==> src/rtl/irt_pkg.sv <==
// Package: shared constants, register addresses and the prescale decode for
// the five-channel infrared-capable timer. Assumes a 5-bit register address.
package irt_pkg;
    localparam int ADDR_W  = 5;
    localparam int A_CTRL  = 0;
    localparam int A_PER   = 1;
    localparam int A_CAR   = 2;
    localparam int A_FLAGS = 3;
    localparam int A_COUNT = 4;
    localparam int A_CFG   = 8;
    localparam int A_CMP   = 16;

    // Per-channel configuration: capture enable and edge selection
    typedef struct packed {
        logic fall_en;
        logic rise_en;
        logic cap_mode;
    } ch_cfg_t;

    // Map the 2-bit prescale selector to a power-of-two shift (1,8,32,128)
    function automatic int unsigned div_shift(input logic [1:0] sel);
        case (sel)
            2'b00:   return 0;
            2'b01:   return 3;
            2'b10:   return 5;
            default: return 7;
        endcase
    endfunction
endpackage

==> src/rtl/irt_prescaler.sv <==
// Module: clock-enable prescaler. Emits one tick every 1, 8, 32 or 128
// enabled cycles. Assumes CNT_W is wide enough for the largest ratio.
module irt_prescaler #(
    parameter int CNT_W = 7
) (
    input  logic       clk,
    input  logic       rst_n,
    input  logic       en,
    input  logic [1:0] sel,
    output logic       tick
);
    import irt_pkg::*;

    logic [CNT_W-1:0] cnt_q;
    logic [CNT_W-1:0] limit;

    // Terminal count for the selected ratio
    always_comb limit = CNT_W'((32'd1 << div_shift(sel)) - 32'd1);

    assign tick = en && (cnt_q >= limit);

    // Divider count: clears when stopped or at terminal count
    always_ff @(posedge clk) begin
        if (!rst_n || !en)
            cnt_q <= '0;
        else if (cnt_q >= limit)
            cnt_q <= '0;
        else
            cnt_q <= cnt_q + 1'b1;
    end

    // any ratio above 1 never gives back-to-back ticks
    assert_tick_spacing_R2: assert property (@(posedge clk) disable iff (!rst_n)
        (tick && sel != 2'b00) |=> (!tick || sel == 2'b00));
endmodule

==> src/rtl/irt_carrier.sv <==
// Module: 8-bit carrier timer with its own prescaler, shadowed period and
// compare. Output is high while its count is below compare. It pulses
// car_wrap when the count wraps. Assumes the period and compare are written
// together as one word.
module irt_carrier #(
    parameter int W = 8
) (
    input  logic         clk,
    input  logic         rst_n,
    input  logic         run,
    input  logic [1:0]   sel,
    input  logic         wr,
    input  logic [2*W-1:0] wdata,
    output logic         car_out,
    output logic         car_wrap,
    output logic [2*W-1:0] rd_val
);
    logic [W-1:0] ccnt_q, per_sh_q, cmp_sh_q, per_q, cmp_q;
    logic         ctick;

    irt_prescaler #(.CNT_W(7)) i_pre (
        .clk(clk), .rst_n(rst_n), .en(run), .sel(sel), .tick(ctick)
    );

    assign car_wrap = run && ctick && (ccnt_q >= per_q);
    assign car_out  = ccnt_q < cmp_q;
    assign rd_val   = {cmp_q, per_q};

    // Shadow registers capture software writes
    always_ff @(posedge clk) begin
        if (!rst_n) begin
            per_sh_q <= '0;
            cmp_sh_q <= '0;
        end else if (wr) begin
            per_sh_q <= wdata[W-1:0];
            cmp_sh_q <= wdata[2*W-1:W];
        end
    end

    // Active values reload at wrap, or continuously while stopped
    always_ff @(posedge clk) begin
        if (!rst_n) begin
            per_q <= '0;
            cmp_q <= '0;
        end else if (car_wrap || !run) begin
            per_q <= per_sh_q;
            cmp_q <= cmp_sh_q;
        end
    end

    // Carrier count advances on prescaler ticks
    always_ff @(posedge clk) begin
        if (!rst_n)
            ccnt_q <= '0;
        else if (car_wrap)
            ccnt_q <= '0;
        else if (run && ctick)
            ccnt_q <= ccnt_q + 1'b1;
    end

    // the carrier restarts from zero after every wrap
    assert_car_wrap_zero_R9: assert property (@(posedge clk) disable iff (!rst_n)
        car_wrap |=> (ccnt_q == '0));
endmodule

==> src/rtl/irt_channel.sv <==
// Module: one compare/capture channel. In compare mode it produces a waveform
// high while the main count is below a shadowed compare value. In capture
// mode it synchronises its input, detects the selected edges and latches the
// count. Assumes cap_in is asynchronous to clk.
module irt_channel #(
    parameter int W = 16
) (
    input  logic            clk,
    input  logic            rst_n,
    input  logic            run,
    input  logic            wrap,
    input  logic [W-1:0]    cnt,
    input  irt_pkg::ch_cfg_t cfg,
    input  logic            cmp_wr,
    input  logic [W-1:0]    wdata,
    input  logic            flag_clr,
    input  logic            cap_in,
    output logic            ch_out,
    output logic            flag,
    output logic [W-1:0]    rd_val
);
    logic [W-1:0] cmp_sh_q, cmp_q, cap_q;
    logic         s1_q, s2_q, s3_q;
    logic         rise, fall, cap_evt;

    assign rise    = s2_q && !s3_q;
    assign fall    = !s2_q && s3_q;
    assign cap_evt = cfg.cap_mode && ((cfg.rise_en && rise) || (cfg.fall_en && fall));
    assign ch_out  = !cfg.cap_mode && (cnt < cmp_q);
    assign rd_val  = cfg.cap_mode ? cap_q : cmp_q;

    // Two-flop synchroniser plus one history stage for edge detection
    always_ff @(posedge clk) begin
        if (!rst_n) begin
            s1_q <= 1'b0;
            s2_q <= 1'b0;
            s3_q <= 1'b0;
        end else begin
            s1_q <= cap_in;
            s2_q <= s1_q;
            s3_q <= s2_q;
        end
    end

    // Compare shadow takes software writes
    always_ff @(posedge clk) begin
        if (!rst_n)
            cmp_sh_q <= '0;
        else if (cmp_wr)
            cmp_sh_q <= wdata;
    end

    // Active compare reloads at wrap or while the timer is stopped
    always_ff @(posedge clk) begin
        if (!rst_n)
            cmp_q <= '0;
        else if (wrap || !run)
            cmp_q <= cmp_sh_q;
    end

    // Capture register and its sticky flag (set beats clear)
    always_ff @(posedge clk) begin
        if (!rst_n) begin
            cap_q <= '0;
            flag  <= 1'b0;
        end else begin
            if (cap_evt)
                cap_q <= cnt;
            if (cap_evt)
                flag <= 1'b1;
            else if (flag_clr)
                flag <= 1'b0;
        end
    end

    // a zero compare never lets the waveform rise
    assert_zero_cmp_low_R5: assert property (@(posedge clk) disable iff (!rst_n)
        (cmp_q == '0) |-> !ch_out);
    // while running and not wrapping, the active compare holds
    assert_shadow_hold_R6: assert property (@(posedge clk) disable iff (!rst_n)
        (run && !wrap) |=> (run && !$past(wrap)) |-> $stable(cmp_q));
    // a selected edge always sets the flag next cycle
    assert_cap_flag_R8: assert property (@(posedge clk) disable iff (!rst_n)
        cap_evt |=> flag);
    // capture mode keeps the output low
    assert_cap_out_low_R10: assert property (@(posedge clk) disable iff (!rst_n)
        cfg.cap_mode |-> !ch_out);
endmodule

==> src/rtl/irt_timer.sv <==
// Module: top of the five-channel timer. Holds the control, period and
// flag registers, the 16-bit main counter and the read mux. Instantiates the
// main prescaler, the carrier timer and the channels. In infrared mode the
// counter steps on carrier wraps, and channel 0 is gated by the carrier.
// Assumes single-cycle register writes and a combinational read.
module irt_timer #(
    parameter int NCH   = 5,
    parameter int CNT_W = 16,
    parameter int CAR_W = 8
) (
    input  logic                      clk,
    input  logic                      rst_n,
    input  logic                      wr_en,
    input  logic [irt_pkg::ADDR_W-1:0] wr_addr,
    input  logic [15:0]               wr_data,
    input  logic [irt_pkg::ADDR_W-1:0] rd_addr,
    output logic [15:0]               rd_data,
    input  logic [NCH-1:0]            cap_in,
    output logic [NCH-1:0]            ch_out,
    output logic                      irq,
    output logic                      carrier_out,
    output logic                      ir_out
);
    import irt_pkg::*;

    localparam int CFG_W = $bits(ch_cfg_t);

    logic [5:0]       ctrl_q;
    logic             run, ir_mode;
    logic [1:0]       main_sel, car_sel;
    logic [CNT_W-1:0] cnt_q, per_sh_q, per_q;
    logic             ovf_q;
    logic             pre_tick, car_wrap, step, wrap;
    logic [2*CAR_W-1:0] car_rd;
    logic [NCH-1:0]   cap_flag;
    logic [CNT_W-1:0] ch_rd [NCH];
    ch_cfg_t          cfg_q [NCH];
    logic             flg_wr;

    assign run      = ctrl_q[0];
    assign main_sel = ctrl_q[2:1];
    assign ir_mode  = ctrl_q[3];
    assign car_sel  = ctrl_q[5:4];
    assign flg_wr   = wr_en && (wr_addr == ADDR_W'(A_FLAGS));

    irt_prescaler #(.CNT_W(7)) i_main_pre (
        .clk(clk), .rst_n(rst_n), .en(run), .sel(main_sel), .tick(pre_tick)
    );

    irt_carrier #(.W(CAR_W)) i_carrier (
        .clk(clk), .rst_n(rst_n), .run(run), .sel(car_sel),
        .wr(wr_en && (wr_addr == ADDR_W'(A_CAR))),
        .wdata(wr_data[2*CAR_W-1:0]),
        .car_out(carrier_out), .car_wrap(car_wrap), .rd_val(car_rd)
    );

    // Counter advance source: carrier periods in infrared mode
    assign step = run && (ir_mode ? car_wrap : pre_tick);
    assign wrap = step && (cnt_q >= per_q);

    // Control register
    always_ff @(posedge clk) begin
        if (!rst_n)
            ctrl_q <= '0;
        else if (wr_en && wr_addr == ADDR_W'(A_CTRL))
            ctrl_q <= wr_data[5:0];
    end

    // Period shadow and active value
    always_ff @(posedge clk) begin
        if (!rst_n) begin
            per_sh_q <= '0;
            per_q    <= '0;
        end else begin
            if (wr_en && wr_addr == ADDR_W'(A_PER))
                per_sh_q <= wr_data;
            if (wrap || !run)
                per_q <= per_sh_q;
        end
    end

    // Main counter
    always_ff @(posedge clk) begin
        if (!rst_n)
            cnt_q <= '0;
        else if (wrap)
            cnt_q <= '0;
        else if (step)
            cnt_q <= cnt_q + 1'b1;
    end

    // Overflow flag: set on wrap, write-one-to-clear
    always_ff @(posedge clk) begin
        if (!rst_n)
            ovf_q <= 1'b0;
        else if (wrap)
            ovf_q <= 1'b1;
        else if (flg_wr && wr_data[0])
            ovf_q <= 1'b0;
    end

    // Channel array with per-channel configuration registers
    for (genvar i = 0; i < NCH; i++) begin : g_ch
        // Configuration register of channel i
        always_ff @(posedge clk) begin
            if (!rst_n)
                cfg_q[i] <= '0;
            else if (wr_en && wr_addr == ADDR_W'(A_CFG + i))
                cfg_q[i] <= wr_data[CFG_W-1:0];
        end

        irt_channel #(.W(CNT_W)) i_ch (
            .clk(clk), .rst_n(rst_n), .run(run), .wrap(wrap), .cnt(cnt_q),
            .cfg(cfg_q[i]),
            .cmp_wr(wr_en && wr_addr == ADDR_W'(A_CMP + i)),
            .wdata(wr_data), .flag_clr(flg_wr && wr_data[1+i]),
            .cap_in(cap_in[i]), .ch_out(ch_out[i]), .flag(cap_flag[i]),
            .rd_val(ch_rd[i])
        );
    end

    assign irq    = ovf_q || (|cap_flag);
    assign ir_out = ir_mode && ch_out[0] && carrier_out;

    // Register read mux
    always_comb begin
        rd_data = '0;
        case (rd_addr)
            ADDR_W'(A_CTRL):  rd_data = {10'd0, ctrl_q};
            ADDR_W'(A_PER):   rd_data = per_q;
            ADDR_W'(A_CAR):   rd_data = car_rd;
            ADDR_W'(A_FLAGS): rd_data = 16'({cap_flag, ovf_q});
            ADDR_W'(A_COUNT): rd_data = cnt_q;
            default: ;
        endcase
        for (int i = 0; i < NCH; i++) begin
            if (rd_addr == ADDR_W'(A_CFG + i))
                rd_data = 16'(cfg_q[i]);
            if (rd_addr == ADDR_W'(A_CMP + i))
                rd_data = ch_rd[i];
        end
    end

    // a wrap always returns the counter to zero
    assert_wrap_to_zero_R3: assert property (@(posedge clk) disable iff (!rst_n)
        wrap |=> (cnt_q == '0));
    // a wrap always leaves the overflow flag set
    assert_ovf_set_R3: assert property (@(posedge clk) disable iff (!rst_n)
        wrap |=> ovf_q);
    // a stopped timer keeps its count
    assert_hold_stopped_R3: assert property (@(posedge clk) disable iff (!rst_n)
        !run |=> $stable(cnt_q));
    // modulated output appears only in infrared mode
    assert_ir_mode_only_R7: assert property (@(posedge clk) disable iff (!rst_n)
        ir_out |-> ir_mode);
endmodule

==> config.mk <==
export PLATFORM = sky130hd
export DESIGN_NAME = irt_timer
export DESIGN_NICKNAME = d
export VERILOG_FILES = /design/src/rtl/irt_pkg.sv /design/src/rtl/irt_prescaler.sv /design/src/rtl/irt_carrier.sv /design/src/rtl/irt_channel.sv /design/src/rtl/irt_timer.sv
export SDC_FILE = /design/constraint.sdc
export NUM_CORES = 1
export LEC_CHECK = 0
export BUFFER_PORTS_ARGS = -buffer_cell sky130_fd_sc_hd__buf_2
export CAP_MARGIN = 30
export CORE_MARGIN = 3
export CORE_UTILIZATION = 33
export CTS_CLUSTER_SIZE = 8
export DETAILED_ROUTE_END_ITERATION = 16
export PLACE_DENSITY_LB_ADDON = 0.3
export SLEW_MARGIN = 20
export SYNTH_ARGS = -nofsm -noshare
export SYNTH_HDL_FRONTEND = slang
export SYNTH_HIERARCHICAL = 1
export SYNTH_SLANG_ARGS = --single-unit
==> constraint.sdc <==
create_clock -name clk -period 7.52 [get_ports clk]
set_input_delay 0.376 -clock clk [delete_from_list [all_inputs] [get_ports clk]]
set_output_delay 0.376 -clock clk [all_outputs]
set_load 0.02 [all_outputs]
---- Yosys cells after proc, flatten, opt, wreduce, memory -nomap -nowiden ----
Memory sizes are Yosys's and may differ from the RTL's.
Cells that the tools add are included.
word-level totals
  register bits ........................... 369
  bits in writable memories ............... 15
  output and inout bits ................... 24
  input port bits ......................... 34
  word-level logic and storage cells ...... 254
  memories ................................ 1
memory list
  name   depth  width  rd ports  clocked after Yosys merged registers in  wr ports  line             RTL
  cfg_q  5      3      5         0                                        5         irt_timer.sv:37  ch_cfg_t cfg_q [NCH];
cells by class
  magnitude comparators ................... 10
  muxes and demuxes ....................... 52
  equal/unequal tests ..................... 31
  reductions and logical operators ........ 99
  bitwise operators ....................... 6
  shifts and indexed selects .............. 2
  $add $sub $neg .......................... 6
operator list
  operator                 number
  $mux W16                 15
  $lt A16 B16 Y1           5
  $pmux W16 S5             1
  $logic_and A1 B1 Y1      58
  $eq A5 B4 Y1 const B     10
  $eq A5 B5 Y1 const B     10
  $mux W1                  29
  $eq A5 B2 Y1 const B     4
  $pmux W3 S3              2
  $logic_not A1 Y1         17
  $add A16 B1 Y16 const B  1
  $ge A16 B16 Y1           1
  $mux W3                  5
  $add A7 B1 Y7 const B    2
  $ge A7 B7 Y1             2
  $shl A1 B3 Y7 const A    2
  $sub A7 B1 Y7 const B    2
  $reduce_bool A2 Y1       6
  $eq A5 B1 Y1 const B     2
  $logic_not A5 Y1         2
  $logic_or A1 B1 Y1       9
  $add A8 B1 Y8 const B    1
  $ge A8 B8 Y1             1
  $lt A8 B8 Y1             1
  other kinds (8)          18

---- Depth between registers and ports, before layout ----
  word-level depth ........................ 12
  gate-level depth with buffers ........... 19
  depth with buffers taken out ............ 17

---- By module ----
Netlist, hierarchy kept.
modules (own cells, without submodules)
  module         area each (um^2)  cells an instance  sequential area each (um^2)  times used
  irt_channel    2483.6            273                1041.0                       5
  irt_timer      4555.6            561                1551.5                       1
  irt_carrier    2023.2            222                800.8                        1
  irt_prescaler  476.7             51                 140.1                        2

---- Least setup slack after synthesis ----
No wires, ideal clock.
  path kind ............................... reg-to-reg
  start point ............................. register ctrl_q[5]
  end point ............................... register g_ch[0].i_ch.cmp_q[0]
  required time ........................... 7.444 ns
  arrival time ............................ 3.657 ns
  library setup time ...................... 0.076 ns
  stages on the path, launching flop included .. 20
  period minus slack after synthesis ...... 3.733 ns
  buffers on the path ..................... 2
  slack ................................... 3.787 ns
  cell sequence ........................... dfxtp_1 > or2_2 > ha_1 > nand2b_1 > a211oi_2 > o31ai_4 > and2_1 > and2_1 > nand3_1 > o22ai_1 > mux2_4 > nand2_1 > a2111oi_4 > o21ai_2 > nand2_1 > nand2b_1 > clkbuf_1 > buf_2 > nand2_1 > a21boi_0
between the ends
  word-level cells in the longest chain between the ends .. 12
  elaborated cells on any way between the ends .. 14
  classes of those cells .................. add/sub: 1; order compare: 1; eq/ne: 2; shift: 1; mux: 2; reduce/logical: 7
ends and longest elaborated chain
  item                                        line                 RTL
  from (decl)                                 irt_timer.sv:28      logic [5:0] ctrl_q;
  from (signal assigned)                      irt_timer.sv:66      ctrl_q <= wr_data[5:0];
  $eq A2 B2 Y1, or another cell as far along  irt_pkg.sv:22        case (sel)
  $pmux W3 S3 (*)                             irt_pkg.sv:22
  $shl A1 B3 Y7 (*)                           irt_prescaler.sv:18  always_comb limit = CNT_W'((32'd1 << div_shift(sel)) - 32'd1);
  $sub A7 B1 Y7 (*)                           irt_prescaler.sv:18
  $ge A7 B7 Y1 (*)                            irt_prescaler.sv:20  assign tick = en && (cnt_q >= limit);
  $logic_and A1 B1 Y1 (*)                     irt_prescaler.sv:20
  net i_carrier.ctick                         irt_carrier.sv:19    logic ctick;
  $logic_and A1 B1 Y1 (*) (2 in a row)        irt_carrier.sv:25    assign car_wrap = run && ctick && (ccnt_q >= per_q);
  net car_wrap                                irt_timer.sv:33      logic pre_tick, car_wrap, step, wrap;
  $mux W1 (*)                                 irt_timer.sv:58      assign step = run && (ir_mode ? car_wrap : pre_tick);
  $logic_and A1 B1 Y1 (*)                     irt_timer.sv:58
  $logic_and A1 B1 Y1 (*)                     irt_timer.sv:59      assign wrap = step && (cnt_q >= per_q);
  net wrap                                    irt_timer.sv:33
  $logic_or A1 B1 Y1 (*)                      irt_channel.sv:57    else if (wrap || !run)
  to (signal assigned)                        irt_channel.sv:58    cmp_q <= cmp_sh_q;
  to (decl)                                   irt_channel.sv:22    logic [W-1:0] cmp_sh_q, cmp_q, cap_q;
The timed path passes the listed nets; every way through them passes the cells marked *.
A chain may end at the register's enable or synchronous reset.

---- Final worst setup path ----
  start point ............................. register ctrl_q[5]
  end point ............................... register g_ch[1].i_ch.cmp_q[11]
between the ends
  word-level cells in the longest chain between the ends .. 12
  elaborated cells on any way between the ends .. 14
  classes of those cells .................. add/sub: 1; order compare: 1; eq/ne: 2; shift: 1; mux: 2; reduce/logical: 7
ends and longest elaborated chain
  item                                        line
  $eq A2 B2 Y1, or another cell as far along  irt_pkg.sv:22
  $pmux W3 S3 (*)                             irt_pkg.sv:22
  $shl A1 B3 Y7 (*)                           irt_prescaler.sv:18
  $sub A7 B1 Y7 (*)                           irt_prescaler.sv:18
  $ge A7 B7 Y1 (*)                            irt_prescaler.sv:20
  $logic_and A1 B1 Y1 (*)                     irt_prescaler.sv:20
  net i_carrier.ctick                         irt_carrier.sv:19
  $logic_and A1 B1 Y1 (*) (2 in a row)        irt_carrier.sv:25
  net car_wrap                                irt_timer.sv:33
  $mux W1 (*)                                 irt_timer.sv:58
  $logic_and A1 B1 Y1 (*)                     irt_timer.sv:58
  $logic_and A1 B1 Y1 (*)                     irt_timer.sv:59
  net wrap                                    irt_timer.sv:33
  $logic_or A1 B1 Y1 (*)                      irt_channel.sv:57
  to (signal assigned)                        irt_channel.sv:58
  to (decl)                                   irt_channel.sv:22
Marked as above.

==> impl_metrics.csv <==
group,metric,value,unit
sta,finalSetupViolCount,0,
route,wl_per_cell,21.71,um
route,ant_nets,0,
clocking,cts_tree,"built",
die,die_w,251.9,um
logic_synthesis,async_flop_share,0,%
logic_synthesis,syn_avg_cell_area,8.867,sq um
sta,worstMarginPinSlew,0.9232,ns
logic_synthesis,yosysWarnings,6,
route,drt_first_pass_iters,6,
sta,finalMaxSlewViolations,0,
place,port_buffers,57,
place,place_hpwl,45960,um
run_status,status,"complete, no violations",
grt,antenna_found_initial,10,
die,core_area,0.05946,sq mm
die,start_util,33.55,%
logic_synthesis,syn_inst,2250,
clocking,clock_latency,0.61,ns
sta,relSlewSlack,38.45,%
critical_path,required,8.03,ns
clocking,post_cts_resized,0,
clocking,h-tree-depth,2,
critical_path,cp-end-kind,"flip-flop",
critical_path,r2r_setup_slack,2.76,ns
critical_path,r2r-start,"ctrl_q[5]$_SDFFE_PN0P_",
logic_synthesis,syn_area,0.01995,sq mm
logic_synthesis,syn_nets,2408,
sta,finalCritPeriodShare,63.27,%
grt,gr-total-overflow,0,
sta,min_period,4.758,ns
place,gp_congestion,0.9268,
grt,grt_use_total,20.71,%
sta,max_clock_freq,210.2,MHz
route,avgViaCountPerCell,5.225,
sta,rsz0062_at_grt,"false",
logic_synthesis,yosysSeqAreaShare,39.29,%
min_path,hp-start,"wr_addr[3]",
logic_synthesis,synth-main-ff-cell,"dfxtp_1",
grt,grt_max_degree,148,
final_layout,mostFrequentLayoutCells,"nand2_1 (398), dfxtp_1 (369), mux2i_1 (215), nor2b_1 (193), ha_1 (124)",
critical_path,worst_ep_arrival_time,5.27,ns
pwr,power,4509,uW
clocking,post_cts_buffers,0,
die,die_area,0.06344,sq mm
logic_synthesis,synth_seq_cells,384,
route,num_vias,16120,
critical_path,path_max_fanout,16,
route,drc,0,
sta,hold_violations,0,
pwr,vdd_drop_max,0.1552,mV
grt,grt_pass1_vias,15520,
die,io_pins,58,
clocking,cts.sinks,384,
min_path,hp-class,"input pin to flip-flop",
critical_path,start_kind,"flip-flop",
final_layout,syn2layout_area_growth,12.93,%
clocking,clockRootBuffer,"clkbuf_16",
sta,tns,0,ns
clocking,cts_buffers,54,
final_layout,final_common_cell,"nand2_1",
pwr,p_per_area,200.1,mW/mm^2
critical_path,cp-startpoint,"ctrl_q[5]$_SDFFE_PN0P_",
flow_run,maxCapViolCount,0,
route,wl,66970,um
final_layout,fillers,6086,
pwr,p_leak,0.008294,uW
die,rows,89,
final_layout,finish.net_count,2454,
logic_synthesis,yosys.cell_types.count,77,
clocking,clkTransAtPathRegs,0.05,ns
route,drtIter0Drc,1437,
logic_synthesis,synth_edf_count,15,
critical_path,path_class,"flip-flop to flip-flop",
final_layout,drive_above_1_share,9.528,%
clocking,ctsHoldBuffers,5,
die,fp.dieH,251.9,um
grt,grt_pass1_wl,98590,um
clocking,cts_buffer_depth,3,
sta,clock-skew-final,0.01963,ns
## power breakdown
group	internal [uW]	switching, uW	leakage [uW]
sequential	2070	13.9	0.00312
clock	1290	911	0.000715
combinational	69.9	155	0.00446
## per-stage QoR
stage	hold WS, ns	setup WS, ns	util, %	cells	area [sq um]
final	0.2497	2.762	37.89	3085	22530
after global routing	0.2356	2.472	37.88	3084	22530
after CTS	0.2076	2.812	37.78	3078	22460
after detailed placement	0.4223	2.882	35.23	3004	20950
after global placement	0.4168	2.926	35.06	2995	20850
after floorplan	0.4119	3.787	-	2250	19950
## cell type report
| type | count | area [sq um] | area share, % |
|---|---|---|---|
| multi-input combinational | 1626 | 11030 | 48.98 |
| sequential | 384 | 7838 | 34.79 |
| clock buffer | 65 | 1403 | 6.225 |
| tap | 773 | 967.2 | 4.293 |
| timing repair buffer | 111 | 773.2 | 3.432 |
| inverter | 119 | 446.7 | 1.983 |
| clock inverter | 4 | 61.31 | 0.2721 |
| antenna | 3 | 7.507 | 0.03332 |
## logic make-up after synthesis
group / after synthesis / synth area share [%]
xor+xnor: 27 / 1.185
simple gates: 860 / 21.37
buf+inv: 240 / 5.519
flops: 384 / 39.29
fa+ha+maj: 124 / 7.777
compound gates: 393 / 13.67
mux: 222 / 11.20
## layer usage
layer / vias to the layer above / global-route usage [%] / part of all wire (%)
met5: - / 0 / 0.019
met2: 520 / 32.55 / 44
met4: 2 / 6.955 / 3.4
met3: 125 / 4.329 / 7.2
met1: 7690 / 28.34 / 45
li1: 7783 / - / -
## state kept, by name, indices dropped and copies added, names as in the netlist
register,cells
cfg_q,15
i_carrier/i_pre/cnt_q,7
i_carrier/ccnt_q,8
g_ch.i_ch/s2_q,5
ctrl_q,6
cnt_q,16
ovf_q,1
i_main_pre/cnt_q,7
g_ch.i_ch/cap_q,80
i_carrier/per_sh_q,8
g_ch.i_ch/cmp_q,80
i_carrier/per_q,8
i_carrier/cmp_q,8
per_q,16
g_ch.i_ch/s3_q,5
per_sh_q,16
g_ch.i_ch/cmp_sh_q,80
g_ch.i_ch/flag,5
g_ch.i_ch/s1_q,5
i_carrier/cmp_sh_q,8
## critical path: stages, from the launching register on
cell and delay, ns:
dfxtp_1 0.35, or2_2 0.32, ha_1 0.27, nand2b_1 0.11, a211oi_2 0.08, o31ai_4 0.35
and2_1 0.33, and2_1 0.21, nand3_1 0.11, o22ai_1 0.17, mux2_4 0.22, nand2_1 0.11
a2111oi_4 0.34, o21ai_2 0.12, nand2_1 0.56, nand2b_1 0.61, nand2_1 0.10, a21boi_0 0.26
## final timing paths
check / to / cells after the start
worst max-delay path: g_ch[1].i_ch/cmp_q[11]$_SDFFE_PN0P_ / 17
worst min-delay path: ctrl_q[1]$_SDFFE_PN0P_ / 4
worst max register to register: g_ch[1].i_ch/cmp_q[11]$_SDFFE_PN0P_ / 17
worst min register to register: g_ch[2].i_ch/s2_q$_SDFF_PN0_ / 1
## synthesized netlist by cell type, drive strengths merged (14+ instances only)
| master | instances | area share [%] |
|---|---|---|
| inv | 119 | 2.2 |
| nand3 | 36 | 0.90 |
| and2 | 32 | 1.0 |
| a21oi | 71 | 1.9 |
| o21ai | 117 | 3.0 |
| xnor2 | 15 | 0.66 |
| ha | 124 | 7.8 |
| buf | 43 | 1.8 |
| clkbuf | 78 | 1.5 |
| nand2b | 26 | 0.85 |
| edfxtp | 15 | 2.3 |
| a22o | 14 | 0.61 |
| nor2b | 194 | 6.1 |
| and3 | 23 | 0.73 |
| nor2 | 61 | 1.1 |
| nand2 | 399 | 7.5 |
| a22oi | 20 | 0.75 |
| a21boi | 88 | 3.3 |
| dfxtp | 369 | 37 |
| nand4 | 14 | 0.44 |
| a221oi | 15 | 0.69 |
| mux2i | 215 | 11 |
| nor3 | 24 | 0.60 |
(Power assumes the default switching activity.)
